### src/rtl/spi_tgt_pkg.sv
package spi_tgt_pkg;
  typedef struct packed {
    logic sck;
    logic cs_n;
    logic si;
    logic hold_n;
  } spi_pins_t;

  localparam int unsigned PIN_W = $bits(spi_pins_t);
  // idle levels: clock low, deselected, data low, not paused
  localparam logic [PIN_W-1:0] PIN_IDLE = 4'b0101;
endpackage

### src/rtl/spi_tgt_sync.sv
module spi_tgt_sync #(
  parameter int unsigned W      = 4,
  parameter int unsigned STAGES = 2,
  parameter logic [W-1:0] RST_VAL = '0
) (
  input  logic         clk,
  input  logic         rst,
  input  logic [W-1:0] din,
  output logic [W-1:0] dout
);
  logic [W-1:0] q [STAGES];

  for (genvar g = 0; g < STAGES; g++) begin : g_stage
    if (g == 0) begin : g_first
      always_ff @(posedge clk) begin
        if (rst) q[g] <= RST_VAL;
        else     q[g] <= din;
      end
    end else begin : g_next
      always_ff @(posedge clk) begin
        if (rst) q[g] <= RST_VAL;
        else     q[g] <= q[g-1];
      end
    end
  end

  assign dout = q[STAGES-1];
endmodule

### src/rtl/spi_tgt_ctrl.sv
module spi_tgt_ctrl #(
  parameter int unsigned BYTE_W = 8
) (
  input  logic clk,
  input  logic rst,
  input  logic sck_s,
  input  logic cs_n_s,
  input  logic hold_n_s,
  output logic shift_rise,
  output logic shift_fall,
  output logic byte_end,
  output logic held,
  output logic cs_start,
  output logic cs_end
);
  localparam int unsigned CNT_W = (BYTE_W > 1) ? $clog2(BYTE_W) : 1;
  localparam logic [CNT_W-1:0] LAST = CNT_W'(BYTE_W - 1);

  logic             sck_q;
  logic             cs_q;
  logic [CNT_W-1:0] bit_cnt;
  logic             go;

  assign go         = ~cs_n_s & ~held;
  assign shift_rise = go & sck_s & ~sck_q;
  assign shift_fall = go & ~sck_s & sck_q;
  assign byte_end   = shift_rise & (bit_cnt == LAST);

  always_ff @(posedge clk) begin
    if (rst) begin
      sck_q    <= 1'b0;
      cs_q     <= 1'b1;
      cs_start <= 1'b0;
      cs_end   <= 1'b0;
      held     <= 1'b0;
      bit_cnt  <= '0;
    end else begin
      sck_q    <= sck_s;
      cs_q     <= cs_n_s;
      cs_start <= cs_q & ~cs_n_s;
      cs_end   <= ~cs_q & cs_n_s;
      if (cs_n_s) begin
        held    <= 1'b0;
        bit_cnt <= '0;
      end else begin
        if (!sck_s) held <= ~hold_n_s;
        if (shift_rise) bit_cnt <= (bit_cnt == LAST) ? '0 : bit_cnt + 1'b1;
      end
    end
  end
endmodule

### src/rtl/spi_tgt_rx.sv
module spi_tgt_rx #(
  parameter int unsigned BYTE_W = 8
) (
  input  logic              clk,
  input  logic              rst,
  input  logic              shift_rise,
  input  logic              byte_end,
  input  logic              si_s,
  output logic              rx_valid,
  output logic [BYTE_W-1:0] rx_data
);
  logic [BYTE_W-1:0] sr;
  logic [BYTE_W-1:0] sr_next;

  assign sr_next = {sr[BYTE_W-2:0], si_s};

  always_ff @(posedge clk) begin
    if (rst) begin
      sr       <= '0;
      rx_valid <= 1'b0;
      rx_data  <= '0;
    end else begin
      rx_valid <= byte_end;
      if (shift_rise) sr <= sr_next;
      if (byte_end) rx_data <= sr_next;
    end
  end
endmodule

### src/rtl/spi_tgt_tx.sv
module spi_tgt_tx #(
  parameter int unsigned BYTE_W = 8
) (
  input  logic              clk,
  input  logic              rst,
  input  logic              shift_fall,
  input  logic              byte_end,
  input  logic              cs_n_s,
  input  logic              held,
  input  logic [BYTE_W-1:0] tx_data,
  input  logic              tx_en,
  output logic              so_d,
  output logic              so_oe,
  output logic              tx_req
);
  logic [BYTE_W-1:0] sr;
  logic              pend;
  logic              drive;

  always_ff @(posedge clk) begin
    if (rst) begin
      sr     <= '0;
      pend   <= 1'b0;
      drive  <= 1'b0;
      so_d   <= 1'b0;
      tx_req <= 1'b0;
    end else begin
      tx_req <= byte_end;
      if (cs_n_s) begin
        pend  <= 1'b0;
        drive <= 1'b0;
      end else if (byte_end) begin
        pend <= 1'b1;
      end else if (shift_fall && pend) begin
        pend  <= 1'b0;
        drive <= tx_en;
        if (tx_en) begin
          so_d <= tx_data[BYTE_W-1];
          sr   <= {tx_data[BYTE_W-2:0], 1'b0};
        end
      end else if (shift_fall && drive) begin
        so_d <= sr[BYTE_W-1];
        sr   <= {sr[BYTE_W-2:0], 1'b0};
      end
    end
  end

  assign so_oe = drive & ~held;
endmodule

### src/rtl/spi_tgt_shifter.sv
module spi_tgt_shifter #(
  parameter int unsigned BYTE_W      = 8,
  parameter int unsigned SYNC_STAGES = 2
) (
  input  logic              clk,
  input  logic              rst,
  input  logic              spi_sck,
  input  logic              spi_cs_n,
  input  logic              spi_si,
  input  logic              spi_hold_n,
  output logic              spi_so_d,
  output logic              spi_so_oe,
  input  logic [BYTE_W-1:0] tx_data,
  input  logic              tx_en,
  output logic              rx_valid,
  output logic [BYTE_W-1:0] rx_data,
  output logic              tx_req,
  output logic              cs_start,
  output logic              cs_end
);
  import spi_tgt_pkg::*;

  spi_pins_t pins_raw;
  spi_pins_t pins_s;
  logic      sck_s, cs_n_s, si_s, hold_n_s;
  logic      shift_rise, shift_fall, byte_end, held;

  assign pins_raw = '{sck: spi_sck, cs_n: spi_cs_n, si: spi_si, hold_n: spi_hold_n};

  spi_tgt_sync #(.W(PIN_W), .STAGES(SYNC_STAGES), .RST_VAL(PIN_IDLE)) u_sync (
    .clk(clk), .rst(rst), .din(pins_raw), .dout(pins_s)
  );

  assign sck_s    = pins_s.sck;
  assign cs_n_s   = pins_s.cs_n;
  assign si_s     = pins_s.si;
  assign hold_n_s = pins_s.hold_n;

  spi_tgt_ctrl #(.BYTE_W(BYTE_W)) u_ctrl (
    .clk(clk), .rst(rst), .sck_s(sck_s), .cs_n_s(cs_n_s), .hold_n_s(hold_n_s),
    .shift_rise(shift_rise), .shift_fall(shift_fall), .byte_end(byte_end),
    .held(held), .cs_start(cs_start), .cs_end(cs_end)
  );

  spi_tgt_rx #(.BYTE_W(BYTE_W)) u_rx (
    .clk(clk), .rst(rst), .shift_rise(shift_rise), .byte_end(byte_end),
    .si_s(si_s), .rx_valid(rx_valid), .rx_data(rx_data)
  );

  spi_tgt_tx #(.BYTE_W(BYTE_W)) u_tx (
    .clk(clk), .rst(rst), .shift_fall(shift_fall), .byte_end(byte_end),
    .cs_n_s(cs_n_s), .held(held), .tx_data(tx_data), .tx_en(tx_en),
    .so_d(spi_so_d), .so_oe(spi_so_oe), .tx_req(tx_req)
  );
endmodule

### config.mk
export PLATFORM = sky130hd
export DESIGN_NAME = spi_tgt_shifter
export DESIGN_NICKNAME = d
export VERILOG_FILES = /design/src/rtl/spi_tgt_pkg.sv /design/src/rtl/spi_tgt_sync.sv /design/src/rtl/spi_tgt_ctrl.sv /design/src/rtl/spi_tgt_rx.sv /design/src/rtl/spi_tgt_tx.sv /design/src/rtl/spi_tgt_shifter.sv
export SDC_FILE = /design/constraint.sdc
export NUM_CORES = 1
export LEC_CHECK = 0
export BUFFER_PORTS_ARGS = -buffer_cell sky130_fd_sc_hd__buf_2
export CORE_MARGIN = 1.5
export CORE_UTILIZATION = 58
export DETAILED_ROUTE_END_ITERATION = 6
export PLACE_DENSITY = 0.8
export SYNTH_ARGS = -nofsm -noshare
export SYNTH_HDL_FRONTEND = slang
export SYNTH_HIERARCHICAL = 1
export SYNTH_SLANG_ARGS = --single-unit
### constraint.sdc
create_clock -name clk -period 3.2 [get_ports clk]
set_input_delay 0.32 -clock clk [delete_from_list [all_inputs] [get_ports clk]]
set_output_delay 0.32 -clock clk [all_outputs]
set_load 0.02 [all_outputs]
==> out/summary.log <==
qor: sta.finalSetupViolations 0
qor: place.dp.final_hpwl 1710 µm
qor: drt.drt-initial-drc-count 28
qor: critical_path.reg2reg_path_depth 6
qor: outcome.status completed
qor: hold_path.hold_path_startpoint spi_cs_n
qor: synth.ys_seq_elements 43
qor: die.floorplan_core_area 2760 µm²
qor: critical_path.startpoint_of_the_worst_register_to_register_path u_sync/q[1][2]
qor: clocking.clock_tree.root_cell sky130_fd_sc_hd__clkbuf_4
qor: clocking.clock_insertion_delay_at_the_later_pin_of_the_skew_report 0.36 ns
qor: critical_path.rr_endpoint u_tx/sr[1]
qor: synth.postSynthNetCount 165
qor: drt.route.met2.wl 1200 µm
qor: run.max-cap-violations 0
qor: finish.num_antenna_cells 0
qor: clocking.clock_tree.htree_level_count 2
qor: drt.detailedRoute.firstPassIterationCount 4
qor: die.rows 19
qor: sta.max_clock_skew 0.0137 ns
qor: die.ioPinCount 29
qor: place.place_ws 0.831 ns
qor: sta.fin_crit_sh 74.9%
qor: critical_path.worstPathArrival 2.65 ns
qor: grt.maximum_number_of_pins_on_one_net_before_global_route_repair 45
qor: place.port_buffers 28
qor: sta.final-max-slew-violation-count 0
qor: clocking.postCtsSetupBuffers 0
qor: synth.yosysSeqAreaShare 51.2%
qor: grt.global_route_wire_length_before_repair 4260 µm
qor: synth.synth_top_cells_by_area sky130_fd_sc_hd__dfxtp_1 (51%), sky130_fd_sc_hd__mux2i_1 (14%), sky130_fd_sc_hd__a311oi_1 (3.6%), sky130_fd_sc_hd__buf_6 (3.4%), sky130_fd_sc_hd__nor2_1 (3.4%)
qor: critical_path.reg2reg_setup_slack 0.80 ns
qor: synth.yosysUniqueCellTypes 29
qor: grt.track_usage 17.3%
qor: place.routabilityCongestion 0.710
qor: clocking.ctsLongestPathBuffers 2
qor: finish.final_layout_size_suffix_gt1_share 28.4%
qor: drt.route.layer.met1.wl 1180 µm
qor: drt.met3WireLength 141 µm
qor: drt.via_per_inst 5.37
qor: synth.cell_accounting_for_the_most_synthesized_area sky130_fd_sc_hd__dfxtp_1
qor: synth.yosys.cell_count.top_type sky130_fd_sc_hd__dfxtp_1
qor: pwr.irDropWorstVdd 568 µV
qor: sta.final_critical_path_setup_slack 0.803 ns
qor: synth.synth_common_cells sky130_fd_sc_hd__dfxtp_1 (43), sky130_fd_sc_hd__mux2i_1 (23), sky130_fd_sc_hd__nor2_1 (15), sky130_fd_sc_hd__a21oi_1 (9), sky130_fd_sc_hd__nor2b_1 (8)
qor: synth.yosysWarnings 6
qor: sta.relSlewSlack 52.7%
qor: drt.top_signal_layer_used met4
qor: drt.ant_nets 0
qor: pwr.p_per_area 522 nW/µm²
qor: clocking.cts_hold_repair.buffers 0
qor: synth.async_reset_ff_share 0%
qor: drt.routed_wl 2570 µm
qor: sta.hold_viol_final 0
qor: die.die_x 56.8 µm
qor: synth.synth_enable_flop_cells 0
qor: hold_path.min_path_type primary input to register
qor: clocking.cts_buffers 5
qor: critical_path.worstPathMaxFanout 16
qor: sta.worst_hold_slack 0.139 ns
qor: finish.flow.area_growth_from_synthesis 12.3%
qor: critical_path.cp-start-kind register
qor: synth.syn-mean-instance-area 11.4 µm²
qor: clocking.cts.sinks 43
qor: drt.route.vias.total 1111
qor: die.die_area 3230 µm²
qor: sta.min_period 2.40 ns
qor: clocking.cts.clk_slew.worst_paths 0.12 ns
qor: finish.final_cells 207
qor: synth.syn-instance-count 148
qor: pwr.leakage 0.714 nW
qor: sta.timing_worst_slew_pin_value 0.710 ns
qor: synth.synth_area 1680 µm²
qor: synth.yosys.area.top_type_share 51.2%
qor: critical_path.path_type_of_the_worst_setup_path register to register
qor: drt.drc_errors 0
qor: hold_path.min_delay_path_depth 2
qor: sta.rsz0062_at_grt false
qor: synth.synth_top_flop_cell sky130_fd_sc_hd__dfxtp_1
qor: sta.fmaxAchievable 417 MHz
qor: grt.via_count_of_the_first_global_routing_pass 988
qor: grt.antenna_found_initial 0
qor: place.placed_cells 199
qor: critical_path.worst-endpoint-required 3.45 ns
qor: hold_path.whs_endpoint u_sync/q[0][2]
qor: clocking.post_cts_resized 0
qor: grt.overflow 0
qor: die.floorplan.initialDensity 60.9%
qor: clocking.cts_tree done
qor: sta.fin_setup_tns 0 ns
qor: drt.routedWlPerCell 12.4 µm
qor: critical_path.setup.worst_path.end_class register
qor: finish.nets 192
qor: die.die_height 56.8 µm
==> registers in the layout (all words and copies together), names as in the netlist, 3 cells and up <==
signal,count
u_ctrl/bit_cnt,3
u_rx/sr,7
u_sync/q,8
u_tx/sr,7
u_rx/rx_data,8
==> placed cells by master, fill, tap and decap left out <==
master / count
sky130_fd_sc_hd__nor4_1: 1
sky130_fd_sc_hd__buf_4: 1
sky130_fd_sc_hd__a311oi_1: 7
sky130_fd_sc_hd__nor3b_4: 1
sky130_fd_sc_hd__a21boi_0: 1
sky130_fd_sc_hd__mux2i_1: 23
sky130_fd_sc_hd__nor2_1: 15
sky130_fd_sc_hd__or2_2: 2
sky130_fd_sc_hd__nor2_2: 1
sky130_fd_sc_hd__bufinv_16: 2
sky130_fd_sc_hd__nor3_1: 2
sky130_fd_sc_hd__nor2b_1: 8
sky130_fd_sc_hd__mux2_2: 3
sky130_fd_sc_hd__and4_2: 1
sky130_fd_sc_hd__and2_2: 2
sky130_fd_sc_hd__a21oi_1: 9
sky130_fd_sc_hd__nor4b_4: 1
sky130_fd_sc_hd__inv_1: 2
sky130_fd_sc_hd__clkinvlp_4: 1
sky130_fd_sc_hd__nor4b_1: 1
sky130_fd_sc_hd__nand2_1: 1
sky130_fd_sc_hd__ha_1: 2
sky130_fd_sc_hd__nand3b_1: 1
sky130_fd_sc_hd__o21ba_2: 1
sky130_fd_sc_hd__or2_1: 4
sky130_fd_sc_hd__dfxtp_1: 43
sky130_fd_sc_hd__nor3b_1: 6
sky130_fd_sc_hd__mux2_4: 1
sky130_fd_sc_hd__clkbuf_4: 5
sky130_fd_sc_hd__buf_2: 28
==> power by group <==
part           switching, mW  total [mW]  internal, mW
registers            0.00413       0.545         0.541
logic                 0.0128      0.0243        0.0115
clock network          0.173       0.416         0.243
total                  0.190       0.985         0.795
==> per-layer routing <==
layer	global-route usage, %	vias to the layer above
li1	-	572
met1	18.7	502
met2	30.1	31
met3	6.22	6
met4	7.97	0
met5	0	-
==> worst max-delay path by stage <==
stage                               from    endpoint  slack, ns  depth (start not counted)
after CTS                 u_sync/q[1][2]  u_tx/sr[1]       0.80                          6
after floorplan           u_sync/q[1][2]  u_tx/sr[5]       1.43                          6
final                     u_sync/q[1][2]  u_tx/sr[1]       0.80                          6
after global routing      u_sync/q[1][2]  u_tx/sr[1]       0.67                          6
after global placement    u_sync/q[1][2]  u_tx/sr[1]       0.95                          6
after detailed placement  u_sync/q[1][2]  u_tx/sr[1]       0.83                          6
==> kinds of logic after synthesis <==
kind of cell / share of synthesized area [%]
and+or+nand+nor: 17.8
DFF: 51.2
adders and majority gates: 1.49
muxes: 16.6
AOI/OAI and AO/OA: 7.37
buffers and inverters: 5.51
==> per-stage QoR <==
| step | power (mW) | instance area, µm² | utilization [%] |
|---|---|---|---|
| 5_1_grt | 1.02 | 1890 | 68.4 |
| 6_report | 0.985 | 1890 | 68.4 |
| 2_1_floorplan | 0.571 | 1680 | - |
| 4_1_cts | 0.993 | 1890 | 68.4 |
| 3_3_place_gp | 0.581 | 1780 | 64.6 |
| 3_5_place_dp | 0.582 | 1780 | 64.6 |
==> cell type report <==
cell class                 count  area [µm²]
clock buffer                   5        37.5
inverter                       2        7.51
clock inverter                 3        67.6
tap                           31        38.8
timing repair buffer          29         148
fill                         196         871
sequential                    43         861
multi-input combinational     94         727
==> critical path, cell delays in order (launching register included) <==
cell and delay [ns]:
sky130_fd_sc_hd__dfxtp_1 0.66, sky130_fd_sc_hd__nor4b_4 0.08, sky130_fd_sc_hd__buf_4 0.21, sky130_fd_sc_hd__and2_2 0.33
sky130_fd_sc_hd__nor3b_4 0.56, sky130_fd_sc_hd__a21boi_0 0.22, sky130_fd_sc_hd__o21ba_2 0.25
Power figures use the tool's default switching activity.
